## src/rtl/hier_irq_pkg.sv

```systemverilog
package hier_irq_pkg;
  typedef enum logic [2:0] {
    ADDR_SUM  = 3'd0,
    ADDR_PRI  = 3'd1,
    ADDR_EXT  = 3'd2,
    ADDR_PMSK = 3'd3,
    ADDR_EMSK = 3'd4
  } reg_addr_e;

  localparam int SUM_PRI_BIT = 0;
  localparam int SUM_EXT_BIT = 1;
  localparam int SUM_W       = 2;
endpackage

```

## src/rtl/hier_irq_bank.sv

```systemverilog
module hier_irq_bank #(
  parameter int W = 3
) (
  input  logic         clk,
  input  logic         rst_n,
  input  logic [W-1:0] ev,
  input  logic         clr,
  input  logic         mask_we,
  input  logic [W-1:0] mask_wd,
  output logic [W-1:0] pend,
  output logic [W-1:0] mask,
  output logic [W-1:0] vis,
  output logic         any_vis
);
  function automatic logic [W-1:0] visible_of(logic [W-1:0] p, logic [W-1:0] m);
    return p & ~m;
  endfunction

  function automatic logic [W-1:0] next_pend(logic [W-1:0] p, logic [W-1:0] m,
                                             logic c, logic [W-1:0] e);
    logic [W-1:0] drop;
    drop = c ? visible_of(p, m) : '0;
    return (p & ~drop) | e;
  endfunction

  assign vis     = visible_of(pend, mask);
  assign any_vis = |vis;

  always_ff @(posedge clk or negedge rst_n) begin
    if (!rst_n) begin
      pend <= '0;
      mask <= '1;
    end else begin
      pend <= next_pend(pend, mask, clr, ev);
      if (mask_we) mask <= mask_wd;
    end
  end
endmodule

```

## src/rtl/hier_irq_ctrl.sv

```systemverilog
module hier_irq_ctrl
  import hier_irq_pkg::*;
#(
  parameter int PRI_W  = 3,
  parameter int EXT_W  = 5,
  parameter int DATA_W = 8
) (
  input  logic              clk,
  input  logic              rst_n,
  input  logic [2:0]        reg_addr,
  input  logic              reg_wr,
  input  logic              reg_rd,
  input  logic [DATA_W-1:0] reg_wdata,
  output logic [DATA_W-1:0] reg_rdata,
  input  logic [PRI_W-1:0]  evt_pri,
  input  logic [EXT_W-1:0]  evt_ext,
  output logic              irq
);
  logic [PRI_W-1:0] pri_pend, pri_mask, pri_vis;
  logic [EXT_W-1:0] ext_pend, ext_mask, ext_vis;
  logic             pri_any, ext_any;
  logic             pri_clr, ext_clr, pmsk_we, emsk_we;
  logic [SUM_W-1:0] sum_reg;

  assign pri_clr = reg_rd && (reg_addr == ADDR_PRI);
  assign ext_clr = reg_rd && (reg_addr == ADDR_EXT);
  assign pmsk_we = reg_wr && (reg_addr == ADDR_PMSK);
  assign emsk_we = reg_wr && (reg_addr == ADDR_EMSK);

  hier_irq_bank #(.W(PRI_W)) u_pri (
    .clk(clk), .rst_n(rst_n), .ev(evt_pri), .clr(pri_clr),
    .mask_we(pmsk_we), .mask_wd(reg_wdata[PRI_W-1:0]),
    .pend(pri_pend), .mask(pri_mask), .vis(pri_vis), .any_vis(pri_any)
  );

  hier_irq_bank #(.W(EXT_W)) u_ext (
    .clk(clk), .rst_n(rst_n), .ev(evt_ext), .clr(ext_clr),
    .mask_we(emsk_we), .mask_wd(reg_wdata[EXT_W-1:0]),
    .pend(ext_pend), .mask(ext_mask), .vis(ext_vis), .any_vis(ext_any)
  );

  always_comb begin
    sum_reg = '0;
    sum_reg[SUM_PRI_BIT] = pri_any;
    sum_reg[SUM_EXT_BIT] = ext_any;
  end

  assign irq = |sum_reg;

  always_comb begin
    reg_rdata = '0;
    case (reg_addr)
      ADDR_SUM:  reg_rdata = DATA_W'(sum_reg);
      ADDR_PRI:  reg_rdata = DATA_W'(pri_vis);
      ADDR_EXT:  reg_rdata = DATA_W'(ext_vis);
      ADDR_PMSK: reg_rdata = DATA_W'(pri_mask);
      ADDR_EMSK: reg_rdata = DATA_W'(ext_mask);
      default:   reg_rdata = '0;
    endcase
  end
endmodule

```

## config.mk

```make
export PLATFORM = sky130hd
export DESIGN_NAME = hier_irq_ctrl
export DESIGN_NICKNAME = d
export VERILOG_FILES = /design/src/rtl/hier_irq_pkg.sv /design/src/rtl/hier_irq_bank.sv /design/src/rtl/hier_irq_ctrl.sv
export SDC_FILE = /design/constraint.sdc
export NUM_CORES = 1
export LEC_CHECK = 0
export BUFFER_PORTS_ARGS = -buffer_cell sky130_fd_sc_hd__clkbuf_2
export CORE_ASPECT_RATIO = 1.5
export CORE_UTILIZATION = 25
export CTS_BUF_LIST = sky130_fd_sc_hd__clkbuf_2 sky130_fd_sc_hd__clkbuf_4 sky130_fd_sc_hd__clkbuf_8
export DETAILED_ROUTE_END_ITERATION = 12
export MAX_ROUTING_LAYER = met4
export SLEW_MARGIN = 20
export SYNTH_ARGS = -nofsm -noshare
export SYNTH_HDL_FRONTEND = slang
export SYNTH_SLANG_ARGS = --single-unit
```

## constraint.sdc

```tcl
create_clock -name clk -period 1.95 [get_ports clk]
set_input_delay 0.2925 -clock clk [delete_from_list [all_inputs] [get_ports clk]]
set_output_delay 0.2925 -clock clk [all_outputs]
set_load 0.01 [all_outputs]
```

# After elaboration in Yosys (flattened, before gate mapping)
# Index checks and enable logic that the tools add are counted.
dict set report word_totals {
  reg_bits 16
  elab_cells 29
}
dict set report op_classes {
  n_eq_ne 4
  n_reduce_logical 8
  muxes 3
  n_bitwise 10
}
# op n
set ops {}
lappend ops {{case mux 5 bit (5 select lines)} 1}
lappend ops {{bitwise AND 5 bit} 2}
lappend ops {{NOT 5 bit} 2}
lappend ops {{OR reduction 8 bit} 1}
lappend ops {{bitwise AND 3 bit} 2}
lappend ops {{== test 3 x 2 -> 1 bit (second input constant)} 2}
lappend ops {{NOT 3 bit} 2}
lappend ops {{2-to-1 mux 5 bit} 1}
lappend ops {{bitwise OR 5 bit} 1}
lappend ops {{OR reduction 5 bit} 1}
lappend ops {{logical AND 1 bit} 4}
lappend ops {{== test 3 x 1 -> 1 bit (second input constant)} 1}
lappend ops {{== test 3 bit (second input constant)} 1}
lappend ops {{zero test 3 bit} 1}
lappend ops {{2-to-1 mux 3 bit} 1}
lappend ops {{bitwise OR 3 bit} 1}
lappend ops {{OR reduction 3 bit} 1}

# Depth between registers and ports, before layout
dict set report logic_depth {
  ltp_word 6
  ltp_mapped 5
  mapped_depth_nobuf 4
}

# By module
# From an unflattened synthesis, not the netlist that was laid out.
dict set report hier_totals {
  hier_cells 85
  area_unflattened_um2 939.7
}
# mod cells_per_inst n_inst seq_area_each_um2 area_each_um2
set by_module_without_submodules {}
lappend by_module_without_submodules {{hier_irq_bank at u_ext} 33 1 256.5 430.4}
lappend by_module_without_submodules {{hier_irq_bank at u_pri} 19 1 153.9 261.5}
lappend by_module_without_submodules {hier_irq_ctrl 33 1 0.0 247.7}

# Least setup slack after synthesis
# OpenSTA, ideal clock, no wires.
dict set report synth_timing {
  path_type {register to output}
  startpoint {register u_ext.mask[2]}
  endpoint {output port irq}
  path_stages_with_launch 5
  path_slack_ns 0.438
  arrival_time_ns 1.219
  n_path_buf 0
  path_cell_list {dfstp_2 inv_1 a2111oi_0 and2_1 nand4b_1}
}
dict set report synth_between {
  elab_chain_cells 3
}
# item line
set synth_lines {}
lappend synth_lines {{start: declaration} hier_irq_bank.sv:11} ;# output logic [W-1:0] mask,
lappend synth_lines {{start signal: assignment} hier_irq_bank.sv:35} ;# if (mask_we) mask <= mask_wd;
lappend synth_lines {{NOT 5 bit} hier_irq_bank.sv:16} ;# return p & ~m;
lappend synth_lines {{bitwise AND 5 bit} hier_irq_bank.sv:16}
lappend synth_lines {{OR reduction 8 bit} hier_irq_ctrl.sv:48} ;# assign irq = |sum_reg;
lappend synth_lines {{end: declaration} hier_irq_ctrl.sv:17} ;# output logic irq
# No other way between the ends.

# Final worst setup path
dict set report layout_timing {
  startpoint {register u_ext.mask[1]}
  endpoint {output port reg_rdata[1]}
}
dict set report layout_between {
  elab_chain_cells 4
}
# item line
set layout_lines {}
lappend layout_lines {{NOT 5 bit} hier_irq_bank.sv:16}
lappend layout_lines {{bitwise AND 5 bit} hier_irq_bank.sv:16}
lappend layout_lines {{OR reduction 5 bit} hier_irq_bank.sv:27} ;# assign any_vis = |vis;
lappend layout_lines {{case mux 5 bit (5 select lines) *} hier_irq_ctrl.sv:52} ;# case (reg_addr)
lappend layout_lines {{end: declaration} hier_irq_ctrl.sv:14} ;# output logic [DATA_W-1:0] reg_rdata,
# Every way passes the cells marked *; elsewhere a longest branch is shown, timed or not.

==> impl_results.rst <==
.. list-table::
   :header-rows: 1

   * - Metric
     - Value
   * - I/O pin count
     - 32
   * - Synth Area per Inst
     - 10.1 µm²
   * - Wire length per cell
     - 12.1 µm
   * - Post-synthesis share of cell area spent on full adders, half adders and majority gates
     - 0%
   * - RR Startpoint
     - u_ext.mask[2]$_DFFE_PN1P_
   * - Category of the critical setup timing path
     - reg2out
   * - Total wirelength of the detailed-routed design
     - 1890 µm
   * - Chip width
     - 50.7 µm
   * - Unrepaired setup endpoints after global routing
     - true
   * - Post-route fraction of the period consumed by the critical path
     - 96.9%
   * - Fraction of post-synthesis cell area in the top cell type by area
     - 23.7%
   * - R2r setup slk
     - 1050 ps
   * - Maximum number of pins on one net before global-route repair
     - 17
   * - First-pass GRT wire length
     - 3010 µm
   * - DP HPWL
     - 1580 µm
   * - Number of remaining DRC errors
     - 0
   * - Clock transition time at the flip-flop clock pins of the worst setup and hold paths
     - 60 ps
   * - Layout Utilization
     - 32.9%
   * - Non-Filler Instances
     - 156
   * - Number of global-route vias before repair
     - 734
   * - Min Clock Period, post-route
     - 1890 ps
   * - Parity-gate share of the synthesized area counting xor and xnor cells
     - 0%
   * - Dominant combinational cell family by area after synthesis
     - simple AND/OR/NAND/NOR gates
   * - Synthesized instance count
     - 88
   * - Async set or reset register ratio after synthesis
     - 100%
   * - Post-synthesis cell type with the largest combined area
     - sky130_fd_sc_hd__dfstp_2
   * - Core Rows
     - 26
   * - Buffer cell driving the clock tree root
     - sky130_fd_sc_hd__clkbuf_8
   * - Layout Nets
     - 139
   * - Worst Setup SP
     - u_ext.mask[1]$_DFFE_PN1P_
   * - Routed Antenna Nets
     - 0
   * - Number of enable-type register cells in the synthesized netlist
     - 0
   * - Min-delay worst type
     - in2reg
   * - Worst Setup Start Kind
     - flop
   * - Number of clock sinks seen by CTS
     - 16
   * - Outcome
     - finished, final reports clean
   * - Post-DR vias/cell
     - 4.66
   * - Crit path capture
     - reg_rdata[1]
   * - Post-Synth Simple-Gate Area
     - 24.5%
   * - Clock H-tree levels
     - 1
   * - Buffers from clock root to sink, at most
     - 2
   * - Antenna violations before repair
     - 0
   * - Remaining Overflow, GRT
     - 0
   * - Worst reg2reg endpoint
     - u_ext.mask[2]$_DFFE_PN1P_
   * - Area of the die
     - 3800 µm²
   * - Clock insertion delay at the later pin of the skew report
     - 250 ps
   * - Leading cell types in the layout, fill and taps excluded
     - sky130_fd_sc_hd__clkbuf_2, sky130_fd_sc_hd__nand2b_1, sky130_fd_sc_hd__o21ai_0
   * - Fraction of the mapped netlist area in compound gates
     - 15.4%
   * - Placer's final routability congestion estimate
     - 0.804
   * - Seq/Total Area, Yosys
     - 46.2%
   * - Worst setup skew after layout
     - 0.228 ps
   * - Worst Reg2Reg Path Length in Cells
     - 2
   * - Clock buffer count from CTS
     - 3
   * - Placed cell count
     - 152
   * - Power density over the cells
     - 799 nW/µm²
   * - Overall track demand over capacity in global routing
     - 11.1%
   * - Cell types occupying the most area after synthesis
     - sky130_fd_sc_hd__dfstp_2, sky130_fd_sc_hd__dfrtp_1, sky130_fd_sc_hd__nand2b_1
   * - TritonCTS clock tree
     - yes
   * - Count of routing violations after the opening detailed-route iteration
     - 14
   * - Most used flip-flop cell after synthesis
     - sky130_fd_sc_hd__dfstp_2
   * - Delay of the slowest cell on the worst path
     - 380 ps
   * - Arrival @ worst endpoint
     - 1600 ps
   * - Starting density of the core
     - 26.3%
   * - N_diodes
     - 0
   * - Final Slew Violations
     - 0
   * - Portion of netlist area occupied by mux cells
     - 8.87%
   * - First drt pass iteration count
     - 4
   * - Critical path's top delay family
     - simple AND/OR/NAND/NOR gates
   * - Required time of the critical path
     - 1660 ps
   * - Vias after detailed routing
     - 727
   * - Highest ir drop seen on vdd
     - 0.487 mV
   * - Floorplan core area
     - 3380 µm²
   * - Slowest library cell on the worst path
     - sky130_fd_sc_hd__dfstp_2
   * - Die height
     - 75.0 µm
   * - Crit-path cells
     - nor2b_1 -> a2111oi_4 -> and2_4 -> o41ai_1 -> clkbuf_2
   * - Number of buffers inserted by post-CTS setup repair
     - 0
   * - Final Hold Viols
     - 0
   * - Cell depth of the worst setup path
     - 5
   * - Post-synthesis sequential element count
     - 16
   * - Final setup violating endpoints
     - 0
   * - Count of input and output buffers
     - 25
   * - Endpoint kind of the worst setup timing path
     - output pin
   * - Area of the mapped netlist
     - 888 µm²
   * - Worst-path fanout max
     - 4
   * - Synthesis-to-layout area growth
     - 25.4%
   * - Max Freq
     - 529 MHz
   * - Layout cells sized above 1
     - 42.1%
   * - Distinct cell type count after synthesis
     - 27
   * - Buffering stage count on the worst path with inverters included
     - 1
   * - Most frequent standard cell in the layout excluding fill and tap cells
     - sky130_fd_sc_hd__clkbuf_2
   * - Leakage power summed over all cells
     - 0.445 nW
   * - Total of warnings raised by yosys
     - 0
   * - Max-cap check violation count
     - 0
==> registers in the layout, summed over array words and instances, names as in the netlist <==
| register | cells |
|---|---|
| u_ext.pend | 5 |
| u_ext.mask | 5 |
| u_pri.mask | 3 |
| u_pri.pend | 3 |
==> routing by layer <==
metal,vias up,share of wire (%),track usage (%)
met3,5,3.9,1.21
met4,0,2.5,6.48
li1,358,-,-
met1,337,38,10.5
met2,27,56,21.2
met5,-,0,-
==> worst reg2reg max path: stages (launching register included) <==
cell and delay (ps):
sky130_fd_sc_hd__dfstp_2 530, sky130_fd_sc_hd__inv_1 90, sky130_fd_sc_hd__o21ai_0 200
==> power breakdown <==
part | switching, mW | leakage (nW) | total, mW | internal (mW)
combinational | 0.106 | 0.267 | 0.210 | 0.103
clock | 0.103 | 0.0216 | 0.240 | 0.137
sequential | 0.0377 | 0.156 | 0.440 | 0.402
total | 0.247 | 0.445 | 0.890 | 0.642
==> worst min path at each step <==
stage | start | to | slack (ps) | cells past startpoint
2_1_floorplan | rst_n | u_ext.pend[0]$_DFF_PN0_ | -3 | 0
3_3_place_gp | rst_n | u_ext.pend[4]$_DFF_PN0_ | 230 | 1
3_5_place_dp | rst_n | u_ext.pend[4]$_DFF_PN0_ | 240 | 1
4_1_cts | evt_ext[1] | u_ext.pend[1]$_DFF_PN0_ | 220 | 2
5_1_grt | evt_ext[4] | u_ext.pend[4]$_DFF_PN0_ | 230 | 2
6_report | evt_ext[1] | u_ext.pend[1]$_DFF_PN0_ | 230 | 2
==> layout make-up <==
type	count	area, µm²
Inverter	1	3.75
Clock buffer	3	41.3
Multi-Input combinational cell	68	470
Fill cell	373	2270
Sequential cell	16	410
Tap cell	42	52.6
Timing Repair Buffer	26	135
==> timing repair <==
| item | CTS | global route |
|---|---|---|
| endpoints found under the setup margin | 2 | 2 |
| resized for setup | 2 | 5 |
| pin swaps | 0 | 2 |
| endpoints found under the hold margin | 8 | 0 |
| hold buffers | 1 | 0 |
==> synthesized netlist by cell type, types with 2 or more instances <==
cell type,count
sky130_fd_sc_hd__a21oi_1,4
sky130_fd_sc_hd__a22oi_1,3
sky130_fd_sc_hd__buf_4,3
sky130_fd_sc_hd__dfrtp_1,8
sky130_fd_sc_hd__dfstp_2,8
sky130_fd_sc_hd__mux2_2,7
sky130_fd_sc_hd__nand2_1,2
sky130_fd_sc_hd__nand2b_1,13
sky130_fd_sc_hd__nand3b_1,3
sky130_fd_sc_hd__nor2_1,4
sky130_fd_sc_hd__nor2b_1,5
sky130_fd_sc_hd__nor3b_1,2
sky130_fd_sc_hd__o21ai_0,11
sky130_fd_sc_hd__o22ai_1,2
==> cells by family (layout without fill, tap and decap cells) <==
family          count (synthesis)  in the layout
other cells                     1              3
simple gates                   35             35
buf+inv                         6             30
flops                          16             16
compound gates                 23             23
mux                             7              7
==> stage by stage <==
| stage | TNS, ps | hold slack, ps | worst slack [ps] | instance area, µm² | total power [mW] |
|---|---|---|---|---|---|
| after CTS | 0 | 224 | 11.1 | 1090 | 0.889 |
| after floorplan | 0 | -3.09 | 438 | 896 | 0.566 |
| after global placement | 0 | 226 | 236 | 1040 | 0.632 |
| after global routing | -22.8 | 232 | -22.8 | 1110 | 0.941 |
| final | 0 | 228 | 60.0 | 1110 | 0.890 |
| after detailed placement | 0 | 238 | 199 | 1040 | 0.637 |
Note: power is estimated with default switching activity, not from simulation.
